==> src/rtl/pca_pkg.sv <==
package pca_pkg;

  // Output ownership state between head and tail flits
  typedef enum logic [1:0] {
    LK_FREE = 2'd0,  // no packet in progress, arbitration open
    LK_FLIT = 2'd1,  // wormhole packet: one credit per flit
    LK_PKT  = 2'd2,  // cut-through packet: credits already reserved
    LK_DROP = 2'd3   // illegal length: draining to tail, nothing forwarded
  } lock_e;

endpackage

==> src/rtl/pca_rr_pick.sv <==
module pca_rr_pick #(
  parameter int N_IN  = 4,
  parameter int IDX_W = 2
) (
  input  logic [N_IN-1:0]  req,
  input  logic [IDX_W-1:0] ptr,
  output logic [IDX_W-1:0] idx,
  output logic             any
);

  // Scan from the highest offset down so the lowest offset from ptr wins
  always_comb begin
    idx = '0;
    any = 1'b0;
    for (int k = N_IN - 1; k >= 0; k--) begin
      int p;
      p = int'(ptr) + k;
      if (p >= N_IN) p = p - N_IN;
      if (req[p]) begin
        idx = IDX_W'(p);
        any = 1'b1;
      end
    end
  end

endmodule

==> src/rtl/pca_admit.sv <==
module pca_admit
  import pca_pkg::*;
#(
  parameter int DEPTH = 8,
  parameter int LEN_W = 4,
  parameter int CNT_W = 4
) (
  input  lock_e            lk,
  input  logic             pkt_mode,
  input  logic [CNT_W-1:0] cnt,
  input  logic [LEN_W-1:0] len,
  output logic             ok,
  output logic             drop,
  output logic             bad_len,
  output logic [CNT_W-1:0] dec
);

  localparam int CW = ((CNT_W > LEN_W) ? CNT_W : LEN_W) + 1;

  logic [CW-1:0] len_x, cnt_x, depth_x;

  assign len_x   = CW'(len);
  assign cnt_x   = CW'(cnt);
  assign depth_x = CW'(DEPTH);

  assign bad_len = (len_x == '0) || (len_x > depth_x);

  always_comb begin
    ok   = 1'b0;
    drop = 1'b0;
    dec  = '0;
    unique case (lk)
      LK_FREE: begin
        if (pkt_mode) begin
          drop = bad_len;
          ok   = bad_len || (cnt_x >= len_x);
          dec  = bad_len ? '0 : CNT_W'(len);
        end else begin
          ok  = (cnt != '0);
          dec = CNT_W'(1);
        end
      end
      LK_FLIT: begin
        ok  = (cnt != '0);
        dec = CNT_W'(1);
      end
      LK_PKT: begin
        ok = 1'b1;
      end
      LK_DROP: begin
        ok   = 1'b1;
        drop = 1'b1;
      end
      default: ;
    endcase
  end

endmodule

==> src/rtl/pca_credit_ctr.sv <==
module pca_credit_ctr #(
  parameter int DEPTH = 8,
  parameter int CNT_W = 4
) (
  input  logic             clk,
  input  logic             rst_n,
  input  logic             ret,
  input  logic [CNT_W-1:0] dec,
  output logic [CNT_W-1:0] cnt
);

  logic [CNT_W:0] sum;

  // dec never exceeds cnt: admission compares against the registered count
  assign sum = {1'b0, cnt} + (CNT_W + 1)'(ret) - {1'b0, dec};

  always_ff @(posedge clk) begin
    if (!rst_n) begin
      cnt <= CNT_W'(DEPTH);
    end else if (sum > (CNT_W + 1)'(DEPTH)) begin
      cnt <= CNT_W'(DEPTH);
    end else begin
      cnt <= sum[CNT_W-1:0];
    end
  end

endmodule

==> src/rtl/pkt_credit_alloc.sv <==
module pkt_credit_alloc
  import pca_pkg::*;
#(
  parameter int N_IN   = 4,
  parameter int DATA_W = 16,
  parameter int DEPTH  = 8,
  parameter int LEN_W  = 4
) (
  input  logic                         clk,
  input  logic                         rst_n,
  input  logic                         pkt_mode,
  input  logic [N_IN-1:0]              in_valid,
  output logic [N_IN-1:0]              in_ready,
  input  logic [N_IN*DATA_W-1:0]       in_data,
  input  logic [N_IN-1:0]              in_head,
  input  logic [N_IN-1:0]              in_tail,
  input  logic                         credit_ret,
  output logic                         out_valid,
  output logic [DATA_W-1:0]            out_data,
  output logic                         out_head,
  output logic                         out_tail,
  output logic [$clog2(N_IN)-1:0]      out_src,
  output logic [$clog2(DEPTH+1)-1:0]   free_credits,
  output logic                         len_err
);

  localparam int IDX_W = $clog2(N_IN);
  localparam int CNT_W = $clog2(DEPTH + 1);

  lock_e            lk_q;
  logic [IDX_W-1:0] owner_q, ptr_q, ptr_nxt;
  logic [IDX_W-1:0] pick_idx, sel;
  logic             pick_any;
  logic [DATA_W-1:0] sel_data;
  logic             sel_vld, sel_tail, sel_head;
  logic             ok, drop, bad_len, fire, fwd;
  logic [CNT_W-1:0] dec_amt, dec_eff, cnt;
  logic             err_q;

  pca_rr_pick #(.N_IN(N_IN), .IDX_W(IDX_W)) u_pick (
    .req (in_valid),
    .ptr (ptr_q),
    .idx (pick_idx),
    .any (pick_any)
  );

  assign sel      = (lk_q == LK_FREE) ? pick_idx : owner_q;
  assign sel_vld  = in_valid[sel] && ((lk_q != LK_FREE) || pick_any);
  assign sel_data = in_data[int'(sel)*DATA_W +: DATA_W];
  assign sel_head = in_head[sel];
  assign sel_tail = in_tail[sel];

  pca_admit #(.DEPTH(DEPTH), .LEN_W(LEN_W), .CNT_W(CNT_W)) u_admit (
    .lk       (lk_q),
    .pkt_mode (pkt_mode),
    .cnt      (cnt),
    .len      (sel_data[LEN_W-1:0]),
    .ok       (ok),
    .drop     (drop),
    .bad_len  (bad_len),
    .dec      (dec_amt)
  );

  assign fire    = sel_vld && ok;
  assign fwd     = fire && !drop;
  assign dec_eff = fwd ? dec_amt : '0;

  pca_credit_ctr #(.DEPTH(DEPTH), .CNT_W(CNT_W)) u_cred (
    .clk   (clk),
    .rst_n (rst_n),
    .ret   (credit_ret),
    .dec   (dec_eff),
    .cnt   (cnt)
  );

  for (genvar i = 0; i < N_IN; i++) begin : g_ready
    assign in_ready[i] = fire && (sel == IDX_W'(i));
  end

  assign ptr_nxt = (sel == IDX_W'(N_IN - 1)) ? '0 : sel + IDX_W'(1);

  always_ff @(posedge clk) begin
    if (!rst_n) begin
      lk_q    <= LK_FREE;
      owner_q <= '0;
      ptr_q   <= '0;
      err_q   <= 1'b0;
    end else begin
      err_q <= fire && (lk_q == LK_FREE) && drop;
      if (fire) begin
        if (lk_q == LK_FREE) begin
          ptr_q <= ptr_nxt;
          if (!sel_tail) begin
            owner_q <= sel;
            if (drop)          lk_q <= LK_DROP;
            else if (pkt_mode) lk_q <= LK_PKT;
            else               lk_q <= LK_FLIT;
          end
        end else if (sel_tail) begin
          lk_q <= LK_FREE;
        end
      end
    end
  end

  assign out_valid    = fwd;
  assign out_data     = sel_data;
  assign out_head     = sel_head;
  assign out_tail     = sel_tail;
  assign out_src      = sel;
  assign free_credits = cnt;
  assign len_err      = err_q;

  logic unused_ok;
  assign unused_ok = bad_len;

endmodule

==> config.mk <==
export PLATFORM = sky130hd
export DESIGN_NAME = pkt_credit_alloc
export DESIGN_NICKNAME = d
export VERILOG_FILES = /design/src/rtl/pca_pkg.sv /design/src/rtl/pca_rr_pick.sv /design/src/rtl/pca_admit.sv /design/src/rtl/pca_credit_ctr.sv /design/src/rtl/pkt_credit_alloc.sv
export SDC_FILE = /design/constraint.sdc
export NUM_CORES = 1
export LEC_CHECK = 0
export CORE_MARGIN = 3
export CORE_UTILIZATION = 42
export CTS_BUF_LIST = sky130_fd_sc_hd__clkbuf_4
export CTS_CLUSTER_SIZE = 20
export DETAILED_ROUTE_END_ITERATION = 6
export GPL_TIMING_DRIVEN = 0
export PLACE_DENSITY = 0.92
export RECOVER_POWER = 50
export REMOVE_ABC_BUFFERS = 1
export SYNTH_ARGS = -nofsm -noshare
export SYNTH_HDL_FRONTEND = slang
export SYNTH_SLANG_ARGS = --single-unit
==> constraint.sdc <==
create_clock -name clk -period 15.9 [get_ports clk]
set_input_delay 3.18 -clock clk [delete_from_list [all_inputs] [get_ports clk]]
set_output_delay 3.18 -clock clk [all_outputs]
set_load 0.03 [all_outputs]
[Yosys cells after proc, flatten, opt, wreduce, memory -nomap -nowiden]
Index checks and enable logic that the tools add are counted.
Operators by class
  eq/ne operators: 7
  reduce and logical (&&, ||, !) cells: 24
  muxes and demuxes: 45
  bitwise gates (word level): 2
  shift-type cells: 1
  $lt $le $gt $ge: 12
  add/subtract/negate cells: 10
Operator list (count)
  less-than comparator 32 x 4 -> 1 bit (second input constant): 4
  2-to-1 mux 32 bit: 4
  >= comparator 32 x 4 -> 1 bit (second input constant): 3
  subtractor 32 x 4 -> 32 bit (second input constant): 3
  variable part select 64 x 7 -> 16 bit: 1
  2-to-1 mux 2 bit: 11
  2-to-1 mux 1 bit: 17
  binary-select mux 1 bit (select 2 bit): 7
  2-to-1 mux 4 bit: 3
  logical AND 1 bit: 9
  equality test 2 bit (second input constant): 4
  one-hot mux 4 bit (2 select lines): 1
  adder 2 x 2 -> 3 bit (second input constant): 2
  AND reduction 3 bit: 2
  adder 4 x 1 -> 5 bit: 1
  > comparator 5 x 4 -> 1 bit (second input constant): 1
  zero test 5 bit: 1
  subtractor 5 x 4 -> 5 bit: 1
  equality test 2 x 1 -> 1 bit (second input constant): 2
  >= comparator 4 bit: 1
  > comparator 4 bit (second input constant): 1
  zero test 2 bit: 2
  nonzero test 2 bit: 2
  nonzero test 4 bit: 1
  other kinds (13): 17
Storage, ports and cells
  input bits: 80
  register bits: 11
  output and inout port bits: 30

[Longest topological paths before layout]
  word-level depth: 23
  mapped depth: 31
  depth with buffers taken out: 29

[Cells and area by module]
Synthesis repeated with hierarchy kept, for this count alone.
Second synthesis, totals
  cells, all modules: 276
  area, all modules: 1879.3 µm²
By module, submodules not included
  pkt_credit_alloc: times used 1, area an instance 1214.9 µm², cells an instance 194
  pca_credit_ctr: times used 1, area an instance 325.3 µm², cells an instance 34
  pca_admit: times used 1, area an instance 261.5 µm², cells an instance 35
  pca_rr_pick: times used 1, area an instance 77.6 µm², cells an instance 13

[Worst setup path after synthesis]
OpenSTA, ideal clock, no wires.
  path type: input port to output port
  start point: input port in_valid[2]
  end point: output port in_ready[0]
  slack: 5.783 ns
  data arrival time: 6.937 ns
  stages: 16
  buffers on the path: 2
  cells stage by stage: and2b_4 or4_4 nand3_2 buf_2 clkbuf_1 nand2_1 a31oi_1 inv_1 ha_1 a21oi_1 nand2b_1 nand2_1 a2111oi_0 nor3_1 a31o_2 nor2b_1
Between the ends
  longest elaborated chain between the ends: 16
  elaborated cells on any way between the ends: 36
  classes of those cells: order compare (2); shift (1); mux (25); reduce/logical (8)
Ends and longest elaborated chain
  start, declared: line pkt_credit_alloc.sv:12  | input logic [N_IN-1:0] in_valid,
  binary-select mux 1 bit (select 2 bit): line pca_rr_pick.sv:19  | if (req[p]) begin
  2-to-1 mux 1 bit (not written as such) (2 in series): line pca_rr_pick.sv:19
  2-to-1 mux 2 bit (3 in series): line pca_rr_pick.sv:19
  2-to-1 mux 2 bit *: line pca_rr_pick.sv:19
  2-to-1 mux 2 bit *: line pkt_credit_alloc.sv:47  | assign sel = (lk_q == LK_FREE) ? pick_idx : owner_q;
  variable part select 64 x 7 -> 16 bit *: line pkt_credit_alloc.sv:49  | assign sel_data = in_data[int'(sel)*DATA_W +: DATA_W];
  via out_data[1]: line pkt_credit_alloc.sv:19  | output logic [DATA_W-1:0] out_data,
  > comparator 4 bit or zero test 5 bit (tied branches): line pca_admit.sv:26  | assign bad_len = (len_x == '0) || (len_x > depth_x);
  logical OR 1 bit: line pca_admit.sv:26
  logical OR 1 bit *: line pca_admit.sv:36  | ok = bad_len || (cnt_x >= len_x);
  2-to-1 mux 1 bit *: line pca_admit.sv:34  | if (pkt_mode) begin
  one-hot mux 1 bit (3 select lines) *: line pca_admit.sv:32  | unique case (lk)
  logical AND 1 bit *: line pkt_credit_alloc.sv:64  | assign fire = sel_vld && ok;
  logical AND 1 bit *: line pkt_credit_alloc.sv:77  | assign in_ready[i] = fire && (sel == IDX_W'(i));
  end, declared: line pkt_credit_alloc.sv:13  | output logic [N_IN-1:0] in_ready,
The timed path passes the listed nets; every way through them passes the cells marked *. The select of a mux whose other input is x is not followed.

[Worst setup path after layout]
  start point: input port in_valid[1]
  end point: output port in_ready[2]
Between the ends
  longest elaborated chain between the ends: 16
  elaborated cells on any way between the ends: 36
  classes of those cells: order compare (2); eq/ne (1); shift (1); mux (25); reduce/logical (7)
Ends and longest elaborated chain (line)
  binary-select mux 1 bit (select 2 bit): pca_rr_pick.sv:19
  2-to-1 mux 1 bit (not written as such) (2 in series): pca_rr_pick.sv:19
  2-to-1 mux 2 bit (4 in series): pca_rr_pick.sv:19
  2-to-1 mux 2 bit: pkt_credit_alloc.sv:47
  variable part select 64 x 7 -> 16 bit: pkt_credit_alloc.sv:49
  > comparator 4 bit or zero test 5 bit (tied branches): pca_admit.sv:26
  logical OR 1 bit: pca_admit.sv:26
  logical OR 1 bit: pca_admit.sv:36
  2-to-1 mux 1 bit: pca_admit.sv:34
  one-hot mux 1 bit (3 select lines): pca_admit.sv:32
  logical AND 1 bit: pkt_credit_alloc.sv:64
  logical AND 1 bit *: pkt_credit_alloc.sv:77
Every way passes the cells marked *; elsewhere a longest branch is shown, timed or not. The select of a mux whose other input is x is not followed.

==> results by group <==
Status
  – Status: finished with violations
  – Failing checks: max-capacitance violations, max-slew violations

Critical path
  – Largest delay share family, worst path: buffers and inverters
  – Max Fanout on Critical Path: 42
  – Number of cells on the worst reg-to-reg path: 27
  – Required time worst endpoint: between 10000 and 15000 ps
  – Largest stage delay on the critical path: 1470 ps
  – Crit. End Element: primary output
  – RR Startpoint: lk_q[0]$_SDFFE_PN0P_
  – Setup CP Type: input port to primary output
  – R2r endpoint: u_cred.cnt[2]$_SDFF_PP0_
  – Critical path buffer and inverter count: 4
  – Slowest stage cell, crit path: inv_1
  – Critical path data arrival time: 9630 ps
  – Worst setup SP type: input port
  – Cell Chain, Critical Path: dlygate4sd3_1 > nor2b_1 > or4b_4 > nand3_1 > inv_1 > nand2_1 > and3_1 > a31oi_1 > inv_1 > ha_1 > a21oi_1 > nand2b_1 > nand2_1 > a211oi_1 > nor3_1 > a31o_2 > nor2b_1 > clkdlybuf4s50_1
  – R2R Setup Slk: 7790 ps

Clock network
  – Clock Sink Count: 11
  – CTS tree: done
  – Number of CTS-inserted buffers: 3
  – Max Root-Sink Buffers: 2
  – Worst skew pair latency: 290 ps
  – Root buffer cell: clkbuf_4
  – CTS Hold Bufs: 0
  – Htree depth: 1
  – Resize count post-CTS: 0
  – Setup Buffers After CTS: 0
  – Clock-pin slew on the worst setup and hold paths: roughly 60 ps

Global route
  – Global Route met1 Usage: 0.3272
  – M2 GR Usage: 0.4290
  – Gr ovfl total: 0
  – Vias in the first global route: 2175
  – Most Crowded Layer GR: met2
  – Grt met3 use: 0.03444
  – First-pass GRT wire length: 10510 um
  – GRT Resource Usage Total: 0.2506
  – Largest net degree at the start of global routing: 43
  – Initial antenna violation count: 0

Timing
  – Final hold vios: 0
  – Fin crit share: 0.8059
  – Relative slew slack: -0.06719
  – Worst slew pin tran: between 1500 and 2000 ps
  – # setup viols final: 0
  – Max Clock Skew: 10.94 ps
  – Max frequency: between 70 and 80 MHz
  – RSZ-0062 raised after global routing: false
  – Max-slew violations: 43
  – Setup ws final: 3086 ps
  – Fin Setup TNS: 0 ps
  – Clock period minus final worst setup slack: 12810 ps

Die
  – Die height: about 73 um
  – # rows: 23
  – Area of the core: 0.004173 sq mm
  – Horiz. Die Dim: about 73 um
  – Initial Util: 0.4546
  – Die area: 0.005358 sq mm
  – # IOs: between 100 and 150

Synthesis
  – Seq/Total Area, Yosys: 0.1161
  – Unique masters post-synth: 50
  – Number of synthesized flops with an enable pin: 0
  – Syn. warnings: 0
  – Cells after Synth: 276
  – Post-Syn Area: 0.001897 sq mm
  – Syn_area_per_cell: 6.873 sq um
  – Post-synth ARST share: 0
  – Top FF cell, synth: dfxtp_1
  – Seq cells post-synth: 11

Detailed routing
  – Final ANT Viol Nets: 0
  – Drt total wl: 6927 um
  – Via count: 2373
  – DRT iter0 DRCs: roughly 220
  – DR pass1 iterations: 4
  – # DRC: 0
  – Via-to-Cell Ratio: 5.570
  – Wire length per cell: 16.26 um

Layout
  – Post-layout instance area: 0.003002 sq mm
  – Filler cell count: 339
  – Net count, final: 477
  – Commonest non-fill, non-tap cell in the layout: clkdlybuf4s50_1
  – Area growth from synthesis to layout: 58.25%
  – Final Util: 0.7193
  – Most frequent cells in the layout: 97 x clkdlybuf4s50_1, 79 x nand2_1, 19 x ha_1, 17 x inv_1, 16 x a31oi_1
  – Share of cells above drive strength 1: 0.05319
  – ANT cells: 0

Job
  – Max_cap viols: 1

Hold path
  – Hold Startpoint: ptr_q[0]$_SDFFE_PN0P_
  – Worst min path class: flop to flop
  – Worst hold endpoint: ptr_q[0]$_SDFFE_PN0P_
  – Hold depth: 2

Placement
  – Number of port buffers: approximately 110
  – Post-DP HPWL: 5376 um
  – Pre-CTS setup slack: 3955 ps
  – Last weighted congestion value of the routability-driven placer: 0.8661
  – Post-DP Area: 0.002993 sq mm
## flip-flops by register name, summed over array words and instances, names as in the netlist
signal / cells
lk_q: 2
ptr_q: 2
len_err: 1
u_cred.cnt: 4
owner_q: 2
## final cells by class
cell class / instances / area (sq um) / share of cell area
multi-input combinational: 235 / 1534 / 0.5110
timing repair buffer: 109 / 1091 / 0.3635
sequential: 11 / 220.2 / 0.07336
inverter: 17 / 63.81 / 0.02126
tap: 50 / 62.56 / 0.02084
clock buffer: 4 / 30.03 / 0.01000
## cell usage after synthesis (all sizes together), types with 3 or more instances
cell type,n,area (sq um)
nor3,4,20.02
inv,17,63.81
buf,3,20.01
o21ai,10,50.05
ha,19,237.7
nand4,3,18.77
a211oi,3,35.03
mux2i,10,100.1
a21oi,11,58.81
clkbuf,10,37.54
mux2,3,37.53
nor2b,14,87.58
or4,6,52.55
and3,15,93.84
nor2,12,45.04
dfxtp,11,220.2
nand2,79,296.5
a31oi,16,100.1
## logic make-up (layout without fill, tap and decap cells)
family	count (synthesis)	after routing	synth area share
AO/OA/AOI/OAI	53	53	0.1999
XOR/XNOR	1	1	0.008578
adder cells (fa/ha/maj)	20	20	0.1359
buffers and inverters	30	130	0.06398
flip-flops	11	11	0.1161
multiplexers	15	15	0.09630
AND/OR/NAND/NOR	146	146	0.3793
## worst max-delay path by stage
stage,startpoint,end,slack (ps),cells after the start
after detailed placement,in_valid[1],in_ready[0],3950,17
after CTS,in_valid[1],in_ready[0],3940,17
final,in_valid[1],in_ready[2],3090,18
after floorplan,in_valid[2],in_ready[0],5370,16
after global routing,in_valid[1],in_ready[0],2450,18
after global placement,in_valid[1],in_ready[2],4070,17
## stage by stage
stage          instances  hold WS [ps]
2_1_floorplan        263         438.2
3_3_place_gp         422         451.5
3_5_place_dp         422         477.4
4_1_cts              426         490.8
5_1_grt              426         526.6
6_report             426         492.8
## worst min-delay path: stages, from the launching register on
cell	delay, ps
dfxtp_1	320
nand2_1	60
mux2i_1	60
## routing by layer
layer	routed length, um	up-vias
li1	-	1168
met1	2886	1089
met2	3297	109
met3	670	7
met4	72	0
met5	0	-
Power is not shown: default switching activity piles up to over one toggle a cycle in this logic, so the estimate is an artifact.
